**src/rtl/tbrx_pkg.sv**
```systemverilog
package tbrx_pkg;

    typedef enum logic [2:0] {
        HS_IDLE,
        HS_ACK,
        HS_WAIT_LO,
        HS_WAIT_HI,
        HS_RECV
    } hs_state_t;

    // One sample of the two lines: DATA is the upper bit, CLOCK the lower.
    typedef struct packed {
        logic hi;
        logic lo;
    } line_pair_t;

    localparam int PAIRS_PER_BYTE = 4;
    localparam int PAIR_IDX_W     = 2;

    // The raw byte holds pair k in bits 2k+1:2k. The pairs arrive as
    // {b3,b1},{b2,b0},{b7,b5},{b6,b4}; map them back to natural order.
    function automatic logic [7:0] unshuffle(input logic [7:0] raw);
        return {raw[5], raw[7], raw[4], raw[6], raw[1], raw[3], raw[0], raw[2]};
    endfunction

    function automatic int max3(input int a, input int b, input int c);
        int m;
        m = (a > b) ? a : b;
        return (m > c) ? m : c;
    endfunction

endpackage

```
**src/rtl/tbrx_handshake.sv**
```systemverilog
module tbrx_handshake
    import tbrx_pkg::*;
#(
    parameter int SYNC_TIMEOUT = 256
) (
    input  logic clk,
    input  logic rst,
    input  logic data_in,
    input  logic clk_in,
    input  logic xfer_done,
    output logic clk_pull,
    output logic sync_go,
    output logic recv_active,
    output logic sync_err,
    output logic busy
);
    localparam int TMR_W = $clog2(SYNC_TIMEOUT + 1);

    hs_state_t        state, state_nx;
    logic [TMR_W-1:0] timer;
    logic             waiting, expire;

    assign waiting     = (state == HS_WAIT_LO) || (state == HS_WAIT_HI);
    assign sync_go     = (state == HS_WAIT_HI) && data_in && clk_in;
    assign expire      = waiting && !sync_go && (timer == TMR_W'(SYNC_TIMEOUT - 1));
    assign clk_pull    = (state == HS_ACK);
    assign recv_active = (state == HS_RECV);
    assign busy        = (state != HS_IDLE);

    always_comb begin
        state_nx = state;
        unique case (state)
            HS_IDLE:    if (!data_in) state_nx = HS_ACK;
            HS_ACK:     if (data_in)  state_nx = HS_WAIT_LO;
            HS_WAIT_LO: if (!data_in && !clk_in) state_nx = HS_WAIT_HI;
            HS_WAIT_HI: if (sync_go) state_nx = HS_RECV;
            HS_RECV:    if (xfer_done) state_nx = HS_IDLE;
            default:    state_nx = HS_IDLE;
        endcase
        if (expire) state_nx = HS_IDLE;
    end

    always_ff @(posedge clk) begin
        if (rst) begin
            state    <= HS_IDLE;
            timer    <= '0;
            sync_err <= 1'b0;
        end else begin
            state    <= state_nx;
            sync_err <= expire;
            if (state == HS_ACK) timer <= '0;
            else if (waiting)    timer <= timer + 1'b1;
        end
    end

    // acknowledge only after DATA was seen low
    a_r1_ack_after_ready: assert property (@(posedge clk) disable iff (rst)
        $rose(clk_pull) |-> $past(!data_in));
    // CLOCK released only after DATA was seen high
    a_r2_release_after_data: assert property (@(posedge clk) disable iff (rst)
        $fell(clk_pull) |-> $past(data_in));
    // never drive while receiving
    a_r3_quiet_in_recv: assert property (@(posedge clk) disable iff (rst)
        recv_active |-> !clk_pull);
    // error is a single pulse and leaves the block idle
    a_r9_err_pulse: assert property (@(posedge clk) disable iff (rst)
        sync_err |-> (!busy && $past(busy)));
    a_r9_err_single: assert property (@(posedge clk) disable iff (rst)
        sync_err |=> !sync_err);

endmodule

```
**src/rtl/tbrx_sched.sv**
```systemverilog
module tbrx_sched
    import tbrx_pkg::*;
#(
    parameter int FIRST_OFS = 4,
    parameter int PAIR_GAP  = 8,
    parameter int BYTE_GAP  = 22
) (
    input  logic                  clk,
    input  logic                  rst,
    input  logic                  start,
    input  logic                  run,
    output logic                  take,
    output logic [PAIR_IDX_W-1:0] pair_idx
);
    localparam int MAXG = max3(FIRST_OFS, PAIR_GAP, BYTE_GAP);
    localparam int CW   = $clog2(MAXG + 1);

    logic [CW-1:0] cnt;
    logic          last_pair;

    assign take      = run && (cnt == '0);
    assign last_pair = (pair_idx == PAIR_IDX_W'(PAIRS_PER_BYTE - 1));

    always_ff @(posedge clk) begin
        if (rst) begin
            cnt      <= '0;
            pair_idx <= '0;
        end else if (start) begin
            cnt      <= CW'(FIRST_OFS - 1);
            pair_idx <= '0;
        end else if (run) begin
            if (take) begin
                cnt      <= last_pair ? CW'(BYTE_GAP - 1) : CW'(PAIR_GAP - 1);
                pair_idx <= pair_idx + 1'b1;
            end else begin
                cnt <= cnt - 1'b1;
            end
        end
    end

    // samples never fall on adjacent edges when the spacing exceeds one
    a_r4_take_spaced: assert property (@(posedge clk) disable iff (rst)
        (take && (PAIR_GAP > 1) && (BYTE_GAP > 1)) |=> !take);
    // a fresh start always points at the first pair
    a_r4_start_first_pair: assert property (@(posedge clk) disable iff (rst)
        start |=> (pair_idx == '0));

endmodule

```
**src/rtl/tbrx_assemble.sv**
```systemverilog
module tbrx_assemble
    import tbrx_pkg::*;
#(
    parameter int CNT_W = 8
) (
    input  logic                  clk,
    input  logic                  rst,
    input  logic                  start,
    input  logic                  take,
    input  logic [PAIR_IDX_W-1:0] pair_idx,
    input  logic                  data_in,
    input  logic                  clk_in,
    input  logic [CNT_W-1:0]      byte_total,
    output logic [7:0]            rx_byte,
    output logic                  rx_valid,
    output logic [CNT_W-1:0]      rx_index,
    output logic                  xfer_done
);
    line_pair_t       pr;
    logic [7:0]       sh, shifted;
    logic [CNT_W-1:0] idx, last_idx;
    logic             byte_end;

    assign pr.hi     = data_in;
    assign pr.lo     = clk_in;
    assign shifted   = {pr, sh[7:2]};
    assign byte_end  = take && (pair_idx == PAIR_IDX_W'(PAIRS_PER_BYTE - 1));
    assign xfer_done = byte_end && (idx == last_idx);

    always_ff @(posedge clk) begin
        if (rst) begin
            sh       <= '0;
            rx_byte  <= '0;
            rx_valid <= 1'b0;
            rx_index <= '0;
            idx      <= '0;
            last_idx <= '0;
        end else begin
            rx_valid <= 1'b0;
            if (start) begin
                idx      <= '0;
                last_idx <= (byte_total == '0) ? '0 : byte_total - 1'b1;
            end
            if (take) sh <= shifted;
            if (byte_end) begin
                rx_byte  <= unshuffle(shifted);
                rx_valid <= 1'b1;
                rx_index <= idx;
                idx      <= idx + 1'b1;
            end
        end
    end

    // strobe lasts one cycle
    a_r7_valid_single: assert property (@(posedge clk) disable iff (rst)
        rx_valid |=> !rx_valid);
    // consecutive strobes of one transfer carry consecutive indices
    a_r7_index_step: assert property (@(posedge clk) disable iff (rst)
        (byte_end && !xfer_done) |=> (idx == rx_index + 1'b1));

endmodule

```
**src/rtl/twobit_rx.sv**
```systemverilog
module twobit_rx
    import tbrx_pkg::*;
#(
    parameter int FIRST_OFS    = 4,
    parameter int PAIR_GAP     = 8,
    parameter int BYTE_GAP     = 22,
    parameter int SYNC_TIMEOUT = 256,
    parameter int CNT_W        = 8
) (
    input  logic             clk,
    input  logic             rst,
    input  logic             data_in,
    input  logic             clk_in,
    input  logic [CNT_W-1:0] byte_total,
    output logic             clk_pull,
    output logic             busy,
    output logic [7:0]       rx_byte,
    output logic             rx_valid,
    output logic [CNT_W-1:0] rx_index,
    output logic             sync_err
);
    logic                  sync_go, recv_active, take, xfer_done;
    logic [PAIR_IDX_W-1:0] pair_idx;

    tbrx_handshake #(.SYNC_TIMEOUT(SYNC_TIMEOUT)) u_hs (
        .clk(clk), .rst(rst), .data_in(data_in), .clk_in(clk_in),
        .xfer_done(xfer_done), .clk_pull(clk_pull), .sync_go(sync_go),
        .recv_active(recv_active), .sync_err(sync_err), .busy(busy)
    );

    tbrx_sched #(.FIRST_OFS(FIRST_OFS), .PAIR_GAP(PAIR_GAP), .BYTE_GAP(BYTE_GAP)) u_sch (
        .clk(clk), .rst(rst), .start(sync_go), .run(recv_active),
        .take(take), .pair_idx(pair_idx)
    );

    tbrx_assemble #(.CNT_W(CNT_W)) u_asm (
        .clk(clk), .rst(rst), .start(sync_go), .take(take), .pair_idx(pair_idx),
        .data_in(data_in), .clk_in(clk_in), .byte_total(byte_total),
        .rx_byte(rx_byte), .rx_valid(rx_valid), .rx_index(rx_index),
        .xfer_done(xfer_done)
    );

    // the final strobe coincides with idle
    a_r8_idle_with_last: assert property (@(posedge clk) disable iff (rst)
        (xfer_done && recv_active) |=> (rx_valid && !busy));
    // a strobe is never seen while the handshake is still open
    a_r10_no_strobe_in_ack: assert property (@(posedge clk) disable iff (rst)
        clk_pull |-> !rx_valid);

endmodule

```
**config.mk**
```make
export PLATFORM = sky130hd
export DESIGN_NAME = twobit_rx
export DESIGN_NICKNAME = d
export VERILOG_FILES = /design/src/rtl/tbrx_pkg.sv /design/src/rtl/tbrx_handshake.sv /design/src/rtl/tbrx_sched.sv /design/src/rtl/tbrx_assemble.sv /design/src/rtl/twobit_rx.sv
export SDC_FILE = /design/constraint.sdc
export NUM_CORES = 1
export LEC_CHECK = 0
export BUFFER_PORTS_ARGS = -buffer_cell sky130_fd_sc_hd__buf_2
export CAP_MARGIN = 20
export CORE_MARGIN = 2
export CORE_UTILIZATION = 30
export DETAILED_ROUTE_END_ITERATION = 10
export RECOVER_POWER = 25
export SYNTH_ARGS = -nofsm -noshare
export SYNTH_HDL_FRONTEND = slang
export SYNTH_SLANG_ARGS = --single-unit
```
**constraint.sdc**
```tcl
create_clock -name clk -period 2.13 [get_ports clk]
set_input_delay 0.426 -clock clk [delete_from_list [all_inputs] [get_ports clk]]
set_output_delay 0.426 -clock clk [all_outputs]
set_load 0.03 [all_outputs]
```
# Word level (Yosys, flattened, before mapping)
# Index checks and enable logic that the tools add are counted.
# Widths: inputs -> output; s select.
[word_totals]
out_inout_bits = 20
in_bits = 12
reg_bits = 61
wordCells = 66
[op_classes]
muxes = 14
n_addsub = 5
reduce_logical = 23
eq_ne = 12
[ops]
columns = ["operator", "count"]
rows = [
  ["$mux 8", 3],
  ["$mux 3", 5],
  ["$pmux 3 s5", 1],
  ["$mux 5", 2],
  ["$add 9x1->9 const B", 1],
  ["$eq 9x8->1 const B", 1],
  ["$add 8x1->8 const B", 1],
  ["$eq 8x8->1", 1],
  ["$logic_and 1x1->1", 8],
  ["$logic_not 8->1", 1],
  ["$sub 8x1->8 const B", 1],
  ["$eq 3x2->1 const B", 2],
  ["$ne 2x2->1 const B", 3],
  ["$reduce_or 2->1", 3],
  ["$logic_not 5->1", 1],
  ["$reduce_and 5->1", 1],
  ["$sub 5x1->5 const B", 1],
  ["$mux 2", 2],
  ["$ne 2x1->1 const B", 2],
  ["$reduce_bool 2->1", 2],
  ["$eq 3x1->1 const B", 1],
  ["$eq 3x3->1 const B", 1],
  ["$logic_not 1->1", 3],
  ["$logic_not 3->1", 1],
  ["6 further kinds", 6],
]

# Depth between registers and ports, before layout
# Gate-level depths: netlist of run 1.
[depth]
word_depth = 7
ltp_mapped = 8
ltp_nobuf = 7

# Hierarchy
# From an unflattened synthesis of run 1, not the netlist that was laid out.
[unflattened]
cells_unflattened = 323
hier_area_um2 = 2760.1
[modules_own_cells]
columns = ["mod", "area_each_um2", "cells_per_inst", "instances", "seq_area_each_um2"]
rows = [
  ["tbrx_assemble", 1720.4, 209, 1, 780.7],
  ["tbrx_handshake", 646.9, 72, 1, 260.2],
  ["tbrx_sched", 392.9, 42, 1, 140.1],
]

# Least setup slack after synthesis of run 1
# Ideal clock, no wire load.
[synth_path]
path_kind = "flip-flop to flip-flop"
startpoint = "reg u_hs.state[0]"
endpoint = "reg u_hs.timer[8]"
path_stages_with_launch = 6
period_less_slack_ps = 1919
path_slack_ps = 211
arrival_time_ps = 1787
path_buffers = 2
required_ps = 1998
setup_ps = 132
cell_sequence = "dfxtp_1 -> buf_2 -> nor3b_1 -> or2_2 -> clkbuf_1 -> a211oi_1"
[synth_via]
elab_chain_len = 2
word_cells_on_any_way = 5
classes_between = "eq/ne: 3; reduce/logical: 2"
[synth_lines]
columns = ["item", "line", "text"]
rows = [
  ["from (decl)", "tbrx_handshake.sv:19", "hs_state_t state, state_nx;"],
  ["from (signal assigned)", "tbrx_handshake.sv:49", "state <= state_nx;"],
  ["$eq 3x1->1", "n/a", ""],
  ["net clk_pull", "twobit_rx.sv:15", "output logic clk_pull,"],
  ["$reduce_or 2->1 (no source line)", "n/a", ""],
  ["to (signal assigned)", "tbrx_handshake.sv:52", "else if (waiting) timer <= timer + 1'b1;"],
  ["to (decl)", "tbrx_handshake.sv:20", "logic [TMR_W-1:0] timer;"],
]
# The timed path passes the listed nets, and every way through them passes these cells.
# A chain may end at the register's enable or synchronous reset.

# Final worst setup path of run 1
[layout_path]
startpoint = "reg u_sch.cnt[0]"
endpoint = "reg u_asm.idx[3]"
[layout_via]
elab_chain_len = 4
word_cells_on_any_way = 5
classes_between = "mux: 1; reduce/logical: 4"
[layout_lines]
columns = ["item", "line", "text"]
rows = [
  ["from (decl)", "tbrx_sched.sv:18", "logic [CW-1:0] cnt;"],
  ["from (signal assigned)", "tbrx_sched.sv:29", "cnt <= CW'(FIRST_OFS - 1);"],
  ["from (signal assigned)", "tbrx_sched.sv:33", "cnt <= last_pair ? CW'(BYTE_GAP - 1) : CW'(PAIR_GAP - 1);"],
  ["from (signal assigned)", "tbrx_sched.sv:36", "cnt <= cnt - 1'b1;"],
  ["$logic_not 5->1 *", "tbrx_sched.sv:21", "assign take = run && (cnt == '0);"],
  ["$logic_and 1x1->1 *", "tbrx_sched.sv:21", ""],
  ["$logic_and 1x1->1 *", "tbrx_assemble.sv:27", "assign byte_end = take && (pair_idx == PAIR_IDX_W'(PAIRS_PER_BYTE - 1));"],
  ["$mux 8 or $reduce_bool 2->1 (tied branches)", "n/a", ""],
  ["to (signal assigned)", "tbrx_assemble.sv:49", "idx <= idx + 1'b1;"],
  ["to (decl)", "tbrx_assemble.sv:21", "logic [CNT_W-1:0] idx, last_idx;"],
]
# Every way passes the cells marked *; elsewhere a longest branch is shown, timed or not.

==> qor.csv, run 1 <==
stage,metric,value,unit
outcome,status,finished clean,
critical_path,worst-path-max-fanout,24,
logic_synthesis,ys_seq_area_share,45.0,%
clocking,cts_tree,yes,
logic_synthesis,netlist.area_leader.share,45.0,%
drt,routed_via_density,4.75,
clocking,clock_tree.root_cell,clkbuf_8,
die,core_region_area,8590,um^2
die,die_h,97.6,um
global_routing,track_usage,12.4,%
global_routing,grt_max_degree,25,
sta,fmax,560,MHz
drt,drt-pass1-iter-count,4,
placement,dp_hpwl,3.95,mm
critical_path,cp.required,2.37,ns
sta,worst_pin_slew,0.481,ns
clocking,cts_num_sinks,59,
drt,drt-total-wl,5.48,mm
sta,finalCritPeriodShare,83.8,%
die,start_util,30.6,%
layout,n_antenna_cell,0,
drt,wire_per_inst,12.0,um
layout,fin_util,36.3,%
logic_synthesis,ys_warn_count,0,
power,p_total,2.38,mW
power,powerDensity,761,nW/um^2
placement,numPortBuffers,31,
logic_synthesis,synth_top_flop_cell,dfxtp_1,
logic_synthesis,syn_nets,330,
die,die_w,97.6,um
power,peakVddDrop,0.372,mV
sta,post-route-min-period,1.79,ns
clocking,post-cts-setup-buffers,0,
critical_path,crit_arrival,2.03,ns
global_routing,met2_usage,19.9,%
global_routing,busiest_layer,met2,
critical_path,startpoint_type,register,
clocking,htree_num_levels,3,
clocking,cts_buffers,9,
layout,drive_gt1_share,12.9,%
sta,fin_ws,0.345,ns
placement,place.gp.congestion,0.750,
die,io_pins,32,
logic_synthesis,netlist_top_cells_count,"61 x nand2_1, 59 x dfxtp_1, 34 x a21oi_1, 18 x nor2_1, 14 x xor2_1",
global_routing,grt_overflow,0,
sta,relSlewSlack,67.9,%
sta,rsz0062_at_grt,no,
logic_synthesis,synth_enable_flop_cells,0,
drt,first_iter_violations,88,
global_routing,grt_antenna_before_repair,0,
global_routing,grt_pass1_wl,9.56,mm
logic_synthesis,yosys.area.top_type,dfxtp_1,
global_routing,grt_pass1_vias,2141,
placement,detailedPlace.worstSlack,0.309,ns
logic_synthesis,async_flop_share,0,%
critical_path,end_kind,register,
sta,drv_slew,0,
sta,finalSetupTns,0,ns
critical_path,crit_type,reg2reg,
layout,layout-area-overhead-vs-synth,18.9,%
drt,ant_nets,0,
sta,fin_skew,0.00925,ns
logic_synthesis,netlist_instances,310,
logic_synthesis,avgSynthCellArea,8.48,um^2
die,die_area,9520,um^2
sta,setup_viol,0,
clocking,hold_buffers,0,
logic_synthesis,synth_area_leaders,"dfxtp_1 45%, nand2_1 8.7%, a21oi_1 6.5%",
sta,finalHoldViolations,0,
worst_hold_path,hp-class,in2reg,
power,leakage,1.17,nW
clocking,clk_latency,0.34,ns
drt,vias,2177,
logic_synthesis,synth-seq-cells,59,
logic_synthesis,syn_area,2630,um^2
logic_synthesis,synth_cell_types,40,
logic_synthesis,yosysMostFrequentCell,nand2_1,
global_routing,grtUsageMet3,4.60,%
drt,drc,0,
global_routing,gr-usage-met1,14.5,%
clocking,clockBufferDepth,2,
clocking,ctsResizeCount,0,
run,cap_violations,0,
clocking,cts.clk_slew.worst_paths,0.07,ns
layout,layout.nets,365,
die,row_count,34,
[layout by cell type, fill, tap and decap left out, types with 2 or more instances in the layout]
cell	Yosys	routed
a211oi_1	2	2
a21oi_1	34	34
a311oi_1	5	5
a31oi_1	3	3
and3_1	11	11
buf_2	6	13
buf_4	0	9
bufinv_16	0	2
clkbuf_1	9	18
clkbuf_8	0	10
clkinvlp_4	0	2
dfxtp_1	59	59
ha_1	8	8
inv_1	5	5
mux2i_1	3	3
nand2_1	61	61
nand2b_1	6	6
nand3_1	12	12
nand4_1	8	8
nor2_1	18	18
nor3_1	2	2
nor4_1	3	3
o21ai_0	2	2
o21ai_1	8	8
or2_2	3	2
or3_1	2	2
xnor2_1	9	9
xor2_1	14	14
[per-layer routing]
layer / up-vias / part of all wire [%]
met5: - / 0
met4: 0 / 2.7
met3: 13 / 4.6
met2: 33 / 46
met1: 1003 / 46
li1: 1128 / -
[stage by stage]
stage | hold slack [ns] | instances | cell area (um^2)
after floorplan | 0.432 | 310 | 2630
after global routing | 0.342 | 458 | 3120
after detailed placement | 0.446 | 442 | 2920
after global placement | 0.444 | 442 | 2920
after CTS | 0.331 | 458 | 3150
final | 0.348 | 458 | 3120
[cell families (layout without fill, tap and decap cells)]
logic type	count (synthesis)	in the layout	synth area share, %
flip-flops	59	59	45.0
multiplexers	4	4	1.57
buffers and inverters	22	62	4.00
AND/OR/NAND/NOR	136	136	25.5
adder cells (fa/ha/maj)	8	8	3.81
AO/OA/AOI/OAI	58	58	12.5
XOR/XNOR	23	23	7.67
[where the power goes]
part           switching, mW  internal (mW)  total [mW]
Sequential            0.0105           1.11        1.12
Clock                  0.451          0.689        1.14
Combinational         0.0715         0.0427       0.114
[flip-flops by register name, indices dropped and copies added, names as in the netlist]
name	flops
u_asm.sh	6
u_asm.rx_index	8
u_hs.state	3
u_asm.last_idx	8
u_asm.rx_valid	1
u_hs.sync_err	1
u_sch.pair_idx	2
u_sch.cnt	5
u_asm.idx	8
u_asm.rx_byte	8
u_hs.timer	9
[worst max-delay path, cell delays in order, from the launching register on]
cell and delay, ns:
dfxtp_1 0.33, inv_1 0.08, ha_1 0.18, nor4b_2 0.29, and3_1 0.31, buf_12 0.18
nand2b_1 0.07, a311oi_1 0.24
[path summary, 6_finish.rpt]
check / startpoint / to / slack (ns) / cells past startpoint
hold / removal: byte_total[0] / u_asm.last_idx[0] / 0.35 / 2
hold reg to reg: u_asm.rx_index[0] / u_asm.rx_index[0] / 0.45 / 2
setup reg to reg: u_sch.cnt[0] / u_asm.idx[3] / 0.34 / 7
setup / recovery: u_sch.cnt[0] / u_asm.idx[3] / 0.34 / 7
[layout make-up]
| cell class | instances | area [um^2] |
|---|---|---|
| tap | 108 | 135 |
| multi-input combinational | 229 | 1340 |
| fill | 927 | 5470 |
| sequential | 59 | 1180 |
| clock inverter | 6 | 88.8 |
| timing repair buffer | 41 | 220 |
| clock buffer | 10 | 138 |
| inverter | 5 | 18.8 |
No activity file was read; power rests on OpenSTA's default activity.
==> inputs of run 2 (changes only) <==
==> constraint.sdc (replaced) <==
create_clock -name clk -period 1.8 [get_ports clk]
set_input_delay 0.36 -clock clk [delete_from_list [all_inputs] [get_ports clk]]
set_output_delay 0.36 -clock clk [all_outputs]
set_load 0.03 [all_outputs]
==> run 2 against run 1 <==
Sequential power grew 19%. Largest power group is now sequential cells. Critical path type unchanged. Sequential cell count is the same. Hold slack lost 0.084 ns. Cell count grew 0.87%. Largest cell class unchanged. Combinational power grew 22%. Sequential share of layout area shrank 0.44 points. Utilization grew 0.47 points.
==> qor.csv, run 2 (synthesized netlist as in run 1, its figures left out) <==
stage,metric,value,unit,change
power,peakVddDrop,0.297,mV,-20%
drt,wire_per_inst,11.7,um,-1.8%
critical_path,critPathSlowestCell,dfxtp_1,,
drt,first_iter_violations,86,,-2.3%
global_routing,grt_pass1_vias,2065,,-3.5%
die,start_util,30.6,%,unchanged
die,core_region_area,8590,um^2,unchanged
placement,dp_hpwl,3.89,mm,-1.7%
global_routing,grt_antenna_before_repair,0,,unchanged
critical_path,cp.required,2.02,ns,-0.35 ns
clocking,clk_latency,0.34,ns,about the same
run,cap_violations,0,,unchanged
drt,ant_nets,0,,unchanged
sta,finalHoldViolations,0,,unchanged
sta,fin_skew,0.00818,ns,-0.00107 ns
critical_path,critical_path.max_stage_delay,0.32,ns,about the same
clocking,cts_buffers,9,,unchanged
drt,drt-total-wl,5.43,mm,-0.89%
drt,drc,0,,unchanged
clocking,cts_tree,yes,,
critical_path,crit_path_cell_trace,inv_1 -> ha_1 -> nor4b_4 -> buf_4 -> nand2_1 -> nor4_1 -> a31oi_1,,
layout,layout.nets,369,,+1.1%
worst_hold_path,hp-class,in2reg,,
power,powerDensity,882,nW/um^2,+16%
layout,multi_input_area,1360,um^2,+1.4%
layout,layout_commonest_cell,nand2_1,,
outcome,status,finished clean,,
placement,detailedPlace.worstSlack,0.0250,ns,-0.284 ns
global_routing,grt_pass1_wl,9.20,mm,-3.8%
clocking,clockBufferDepth,2,,unchanged
clocking,cts.clk_slew.worst_paths,0.07,ns,about the same
critical_path,crit_arrival,1.92,ns,-0.11 ns
sta,worst_pin_slew,0.405,ns,-0.0762 ns
sta,relSlewSlack,73.0,%,+5.1 points
layout,fin_cells,462,,+0.87%
die,die_area,9520,um^2,unchanged
die,row_count,34,,unchanged
die,die_h,97.6,um,unchanged
sta,fmax,589,MHz,+5.2%
placement,place.gp.congestion,0.816,,+8.8%
layout,layout-area-overhead-vs-synth,20.4,%,
layout,n_antenna_cell,0,,unchanged
layout,largest_register_ffs,9,,unchanged
critical_path,crit_type,reg2reg,,
layout,mostFrequentLayoutCells,"61 x nand2_1, 58 x dfxtp_1, 34 x a21oi_1",,
die,io_pins,32,,unchanged
clocking,htree_num_levels,3,,unchanged
sta,drv_slew,0,,unchanged
drt,routed_via_density,4.72,,-0.73%
layout,fin_util,36.8,%,+0.47 points
global_routing,grt_max_degree,23,,-8.0%
placement,numPortBuffers,31,,unchanged
global_routing,track_usage,11.8,%,-0.55 points
critical_path,startpoint_type,register,,
die,die_w,97.6,um,unchanged
layout,regArea,1180,um^2,+0.11%
clocking,hold_buffers,0,,unchanged
power,leakage,1.20,nW,+2.7%
critical_path,worst-path-max-fanout,10,,-58%
layout,n_fill_cell,913,,-1.5%
global_routing,grt_overflow,0,,unchanged
sta,finalCritPeriodShare,94.3,%,+10 points
sta,fin_ws,0.103,ns,-0.242 ns
critical_path,end_kind,register,,
sta,post-route-min-period,1.70,ns,-0.0879 ns
sta,setup_viol,0,,unchanged
layout,largest_register,u_hs.timer,,
sta,finalSetupTns,0,ns,unchanged
clocking,cts_num_sinks,59,,unchanged
layout,drive_gt1_share,14.7,%,+1.8 points
placement,dp.cells,446,,+0.90%
drt,vias,2180,,+0.14%
drt,drt-pass1-iter-count,4,,unchanged
clocking,clock_tree.root_cell,clkbuf_8,,
[run 2: area by class of cell]
type                            count  area share [%]
Multi-Input combinational cell    229            43.0
Sequential cell                    59            37.4
Timing Repair Buffer               45            7.91
Tap cell                          108            4.27
Clock buffer                       10            4.03
Clock inverter                      6            2.81
Inverter                            5           0.593
[run 2: worst paths after layout]
check	end	startpoint	slack [ns]	cells past startpoint
hold reg to reg	u_asm.rx_index[0]	u_asm.rx_index[0]	0.46	2
setup reg to reg	u_hs.state[2]	u_sch.cnt[0]	0.10	7
hold / removal	u_asm.last_idx[0]	byte_total[0]	0.26	2
setup / recovery	u_hs.state[2]	u_sch.cnt[0]	0.10	7
[run 2: metal layers]
metal / share of wire, % / GRT usage (%)
met5: 0 / 0
met4: 1.5 / 4.59
met1: 48 / 15.2
met3: 4.7 / 3.81
met2: 46 / 18.4
[run 2: repair_timing]
action / 4_1_cts / 5_1_grt
resized for setup: 0 / 4
endpoints found under the setup margin: 0 / 7
buffers inserted: 0 / 0
[run 2: worst max-delay path, delay by kind of cell, from the launching register on]
kind	cells	cell delay (ns)
flops	1	0.32
simple gates	3	0.65
fa+ha+maj	1	0.19
compound gates	1	0.11
buf+inv	2	0.30
[run 2: power breakdown]
group          switching (mW)  leakage [nW]  internal (mW)
Clock                   0.543         0.103          0.782
Sequential             0.0125         0.476           1.31
Combinational          0.0843         0.622         0.0551
[run 2: through the flow]
stage | hold slack [ns] | total power, mW | instance area (um^2)
2_1_floorplan | 0.432 | 1.45 | 2630
3_3_place_gp | 0.442 | 1.49 | 2950
3_5_place_dp | 0.444 | 1.50 | 2950
4_1_cts | 0.247 | 2.83 | 3170
5_1_grt | 0.265 | 2.90 | 3160
6_report | 0.264 | 2.79 | 3160
